**src/rtl/grp_irq_pkg.sv**
```systemverilog
package grp_irq_pkg;
  localparam int USB_EVT   = 2;
  localparam int AUDIO_EVT = 8;
  localparam int NUM_EVT   = USB_EVT + AUDIO_EVT;
  localparam int NUM_LINE  = 3;

  // bit offsets of the fields inside the register word
  localparam int USB_STAT_LO = 0;
  localparam int USB_ENA_LO  = 8;
  localparam int AUD_STAT_LO = 16;
  localparam int AUD_ENA_LO  = 24;

  typedef struct packed {
    logic               load;
    logic [NUM_EVT-1:0] statWr;
    logic [NUM_EVT-1:0] enaWr;
  } ctrlStrb_t;

  function automatic int statPos(input int n);
    return (n < USB_EVT) ? USB_STAT_LO + n : AUD_STAT_LO + n - USB_EVT;
  endfunction

  function automatic int enaPos(input int n);
    return (n < USB_EVT) ? USB_ENA_LO + n : AUD_ENA_LO + n - USB_EVT;
  endfunction

  // 0: USB address error, 1: completions, 2: half-completions
  function automatic int lineOf(input int n);
    if (n == 1) return 0;
    if (n == 0) return 1;
    return (n % 2 == 0) ? 1 : 2;
  endfunction
endpackage

```
**src/rtl/grp_irq_ctrl.sv**
```systemverilog
module grp_irq_ctrl
  import grp_irq_pkg::*;
#(
  parameter int REG_W = 32
) (
  input  logic             wrEn,
  input  logic [REG_W-1:0] wrData,
  output ctrlStrb_t        strb
);
  logic [NUM_EVT-1:0] statField;
  logic [NUM_EVT-1:0] enaField;

  for (genvar i = 0; i < NUM_EVT; i++) begin : g_field
    assign statField[i] = wrData[statPos(i)];
    assign enaField[i]  = wrData[enaPos(i)];
  end

  always_comb begin
    strb.load   = wrEn;
    strb.statWr = statField;
    strb.enaWr  = enaField;
  end
endmodule

```
**src/rtl/grp_irq_dp.sv**
```systemverilog
module grp_irq_dp
  import grp_irq_pkg::*;
#(
  parameter int REG_W = 32
) (
  input  logic               clk,
  input  logic               rstN,
  input  ctrlStrb_t          strb,
  input  logic [NUM_EVT-1:0] evtPulse,
  output logic [REG_W-1:0]   rdData,
  output logic [NUM_LINE-1:0] irq
);
  logic [NUM_EVT-1:0]  statQ, enaQ, clrMask;
  logic [NUM_LINE-1:0] lineNext, irqQ;

  // a zero written to a status bit acknowledges it
  assign clrMask = strb.load ? ~strb.statWr : '0;

  always_comb begin
    lineNext = '0;
    for (int i = 0; i < NUM_EVT; i++)
      if (statQ[i] && enaQ[i]) lineNext[lineOf(i)] = 1'b1;
  end

  always_comb begin
    rdData = '0;
    for (int i = 0; i < NUM_EVT; i++) begin
      rdData[statPos(i)] = statQ[i];
      rdData[enaPos(i)]  = enaQ[i];
    end
  end

  always_ff @(posedge clk) begin
    if (!rstN) begin
      statQ <= '0;
      enaQ  <= '0;
      irqQ  <= '0;
    end else begin
      statQ <= (statQ & ~clrMask) | evtPulse;
      if (strb.load) enaQ <= strb.enaWr;
      irqQ <= lineNext;
    end
  end

  assign irq = irqQ;
endmodule

```
**src/rtl/grp_irq_reg.sv**
```systemverilog
module grp_irq_reg
  import grp_irq_pkg::*;
#(
  parameter int REG_W = 32
) (
  input  logic                clk,
  input  logic                rstN,
  input  logic                wrEn,
  input  logic [REG_W-1:0]    wrData,
  input  logic [NUM_EVT-1:0]  evtPulse,
  output logic [REG_W-1:0]    rdData,
  output logic [NUM_LINE-1:0] irq
);
  ctrlStrb_t strb;

  grp_irq_ctrl #(.REG_W(REG_W)) ctrl_i (
    .wrEn(wrEn), .wrData(wrData), .strb(strb)
  );

  grp_irq_dp #(.REG_W(REG_W)) dp_i (
    .clk(clk), .rstN(rstN), .strb(strb), .evtPulse(evtPulse),
    .rdData(rdData), .irq(irq)
  );
endmodule

```
**config.mk**
```make
export PLATFORM = sky130hd
export DESIGN_NAME = grp_irq_reg
export DESIGN_NICKNAME = d
export VERILOG_FILES = /design/src/rtl/grp_irq_pkg.sv /design/src/rtl/grp_irq_ctrl.sv /design/src/rtl/grp_irq_dp.sv /design/src/rtl/grp_irq_reg.sv
export SDC_FILE = /design/constraint.sdc
export NUM_CORES = 1
export LEC_CHECK = 0
export BUFFER_PORTS_ARGS = -buffer_cell sky130_fd_sc_hd__buf_2
export CAP_MARGIN = 25
export CORE_MARGIN = 2
export CORE_UTILIZATION = 31
export DETAILED_ROUTE_END_ITERATION = 8
export PLACE_DENSITY = 0.69
export SLEW_MARGIN = 20
export SYNTH_ARGS = -nofsm -noshare
export SYNTH_HDL_FRONTEND = slang
export SYNTH_SLANG_ARGS = --single-unit
```
**constraint.sdc**
```tcl
create_clock -name clk -period 1.17 [get_ports clk]
set_clock_uncertainty 0.15 [all_clocks]
set_input_delay 0.0585 -clock clk [delete_from_list [all_inputs] [get_ports clk]]
set_output_delay 0.0585 -clock clk [all_outputs]
set_load 0.05 [all_outputs]
```
==> flow_metrics.env <==
export IMPL_p_leak_uw=0.000788
export IMPL_antenna_found_initial=0
export IMPL_clk_latency_ns=0.31
export IMPL_cp_slowest_cell="dfxtp_2"
export IMPL_run_status="completed"
export IMPL_place_congestion=0.640
export IMPL_layout_drive_gt1_share=0.355
export IMPL_synth_seq_area_share=0.468
export IMPL_nets=229
export IMPL_dieArea_um2=3640
export IMPL_ctsRootBufferMaster="clkbuf_4"
export IMPL_switchingPower_uw=636
export IMPL_fin_crit_sh=0.979
export IMPL_post_place_ws_ns=0.0554
export IMPL_num_antenna_cells=0
export IMPL_cts_setup_buffers=0
export IMPL_grt_pass1_wl_mm=3.91
export IMPL_worstPathRequired_ns=0.96
export IMPL_ys_flop_type="dfxtp_1"
export IMPL_clock_sinks=23
export IMPL_num_rows=20
export IMPL_rsz0062_at_grt="true"
export IMPL_io_pins=80
export IMPL_critPathKind="reg2out"
export IMPL_clkTransAtPathRegs_ns=0.13
export IMPL_cts_buffer_depth=2
export IMPL_yosysWarnings=0
export IMPL_p_comb_frac=0.323
export IMPL_ys_async_sr_fraction=0
export IMPL_seqPwrFrac=0.479
export IMPL_coreArea_um2=3030
export IMPL_drcViolationCount=0
export IMPL_whs_ns=0.0793
export IMPL_grt_usage=0.147
export IMPL_dpl_instance_area_um2=1250
export IMPL_fp_dieH_um=60.4
export IMPL_ys_types=14
export IMPL_timing_fmax_mhz=873
export IMPL_dr_pass1_iters=4
export IMPL_filler_cell_count=262
export IMPL_via_per_inst=4.15
export IMPL_final_setup_viol_count=0
export IMPL_synth_edf_count=0
export IMPL_grt_busiest_layer="met2"
export IMPL_synth_seq_cells=23
export IMPL_pwr_density_cell_nw_per_um2=1100
export IMPL_postLayoutCellArea_um2=1660
export IMPL_drtIter0Drc=16
export IMPL_drt_wl_total_mm=2.71
export IMPL_crit_family="flip-flops"
export IMPL_slowest_delay_ns=0.37
export IMPL_cp_end_kind="output port"
export IMPL_dpl_cell_count=192
export IMPL_synth_most_common_cell="dfxtp_1"
export IMPL_dr_total_vias=942
export IMPL_grtUsageMet3=0.0362
export IMPL_syn_avg_cell_area_um2=10.2
export IMPL_synth_area_leader_cell="dfxtp_1"
export IMPL_p_int_uw=1190
export IMPL_hp_class="in2reg"
export IMPL_syn_to_final_growth_pct=68.4
export IMPL_io_buffers=55
export IMPL_hpwl_mm=1.56
export IMPL_yosys_top_cells_area="dfxtp_1 (47%), nor2b_1 (13%), mux2i_1 (10%), buf_4 (9.1%), nand2b_1 (6.4%)"
export IMPL_netlist_instances=97
export IMPL_fin_cells=227
export IMPL_final_util=0.548
export IMPL_cp_arrival_ns=0.94
export IMPL_h_tree_depth=1
export IMPL_setup_ws_ns=0.0246
export IMPL_startpoint_type="register"
export IMPL_min_period_ns=1.15
export IMPL_clkPwrFrac=0.198
export IMPL_hold_violations=0
export IMPL_max_cap_violations=0
export IMPL_netlist_area_um2=985
export IMPL_initial_core_util=0.325
export IMPL_critPathBufInv=1
export IMPL_grt_overflow=0
export IMPL_crit_fanout=3
export IMPL_report_final_slew_viol_count=0
export IMPL_peakVddDrop_mv=0.812
export IMPL_switching_share=0.347
export IMPL_cts_buffers=3
export IMPL_grt_max_degree=24
export IMPL_first_global_vias=930
export IMPL_crit_chain="buf_2"
export IMPL_cts_tree="yes"
export IMPL_die_w_um=60.4
export IMPL_gr_usage_met2=0.306
export IMPL_wl_per_cell_um=11.9
export IMPL_synth_commonest_cells="dfxtp_1 (23), nor2b_1 (20), buf_4 (12)"
export IMPL_antenna_left=0
export IMPL_met1_usage=0.136
export IMPL_synth_top_area_share=0.468
sequential cells by signal (all words and copies together), names as in the netlist:
signal	count
dp_i.enaQ	10
dp_i.statQ	10
dp_i.irq	3
power groups by stage:
stage	combinational [uW]	clock, uW	sequential, uW
2_1_floorplan	220	0	1060
3_3_place_gp	470	0	883
3_5_place_dp	477	0	887
4_1_cts	572	386	870
5_1_grt	625	410	883
6_report	590	363	876
cells by family (layout without fill, tap and decap cells):
| family | Yosys count | count (layout) | share of synthesized area |
|---|---|---|---|
| AND/OR/NAND/NOR | 31 | 31 | 0.197 |
| flip-flops | 23 | 23 | 0.468 |
| AO/OA/AOI/OAI | 16 | 16 | 0.0991 |
| other | 1 | 12 | 0.00381 |
| multiplexers | 10 | 10 | 0.102 |
| buffers and inverters | 16 | 91 | 0.131 |
final cells by class:
class / instances / area, um^2 / area share
Sequential cell: 23 / 467 / 0.282
Clock buffer: 3 / 22.5 / 0.0136
Clock inverter: 1 / 5.00 / 0.00302
Tap cell: 44 / 55.1 / 0.0332
Timing Repair Buffer: 87 / 672 / 0.405
Multi-Input combinational cell: 69 / 437 / 0.263
per-stage QoR:
stage,TNS [ns],total power (uW)
detailed placement,0,1360
global placement,0,1350
global route,-0.104,1920
floorplan,0,1280
finish,0,1830
CTS,0,1830
path summary, 6_finish.rpt:
check | from | endpoint | slack, ns | depth (start not counted)
max | dp_i.enaQ[4] | rdData[26] | 0.02 | 1
min reg2reg | dp_i.enaQ[1] | dp_i.irq[0] | 0.36 | 1
max reg2reg | dp_i.enaQ[4] | dp_i.irq[1] | 0.03 | 2
min | wrEn | dp_i.enaQ[1] | 0.08 | 4
cells in the final DEF (no fill, tap or decap), drive strengths merged:
cell type | Yosys | routed
buf | 14 | 50
dlygate4sd3 | 0 | 31
dfxtp | 23 | 23
nor2b | 20 | 20
conb | 1 | 12
mux2i | 10 | 10
nand2b | 10 | 10
a21oi | 10 | 10
clkbuf | 2 | 9
a22oi | 3 | 3
a21boi | 2 | 2
a222oi | 1 | 1
and3 | 1 | 1
clkinv | 0 | 1
worst register-to-register path, stage by stage (launching register included):
cell and delay, ns:
dfxtp_2 0.35, a222oi_1 0.40, a21boi_1 0.12
routing by layer:
| metal | wire, um | vias up |
|---|---|---|
| met5 | 0 | - |
| met4 | 56 | 0 |
| met3 | 135 | 10 |
| met2 | 1480 | 46 |
| met1 | 1040 | 419 |
| li1 | - | 467 |
repair_timing:
action                     CTS  global route
pin swaps                    0             2
resized for setup           12            16
gates cloned                 0             0
hold endpoints to repair    20             0
setup endpoints to repair   12            16
hold buffers                31             0
No activity file was read; power rests on OpenSTA's default activity.
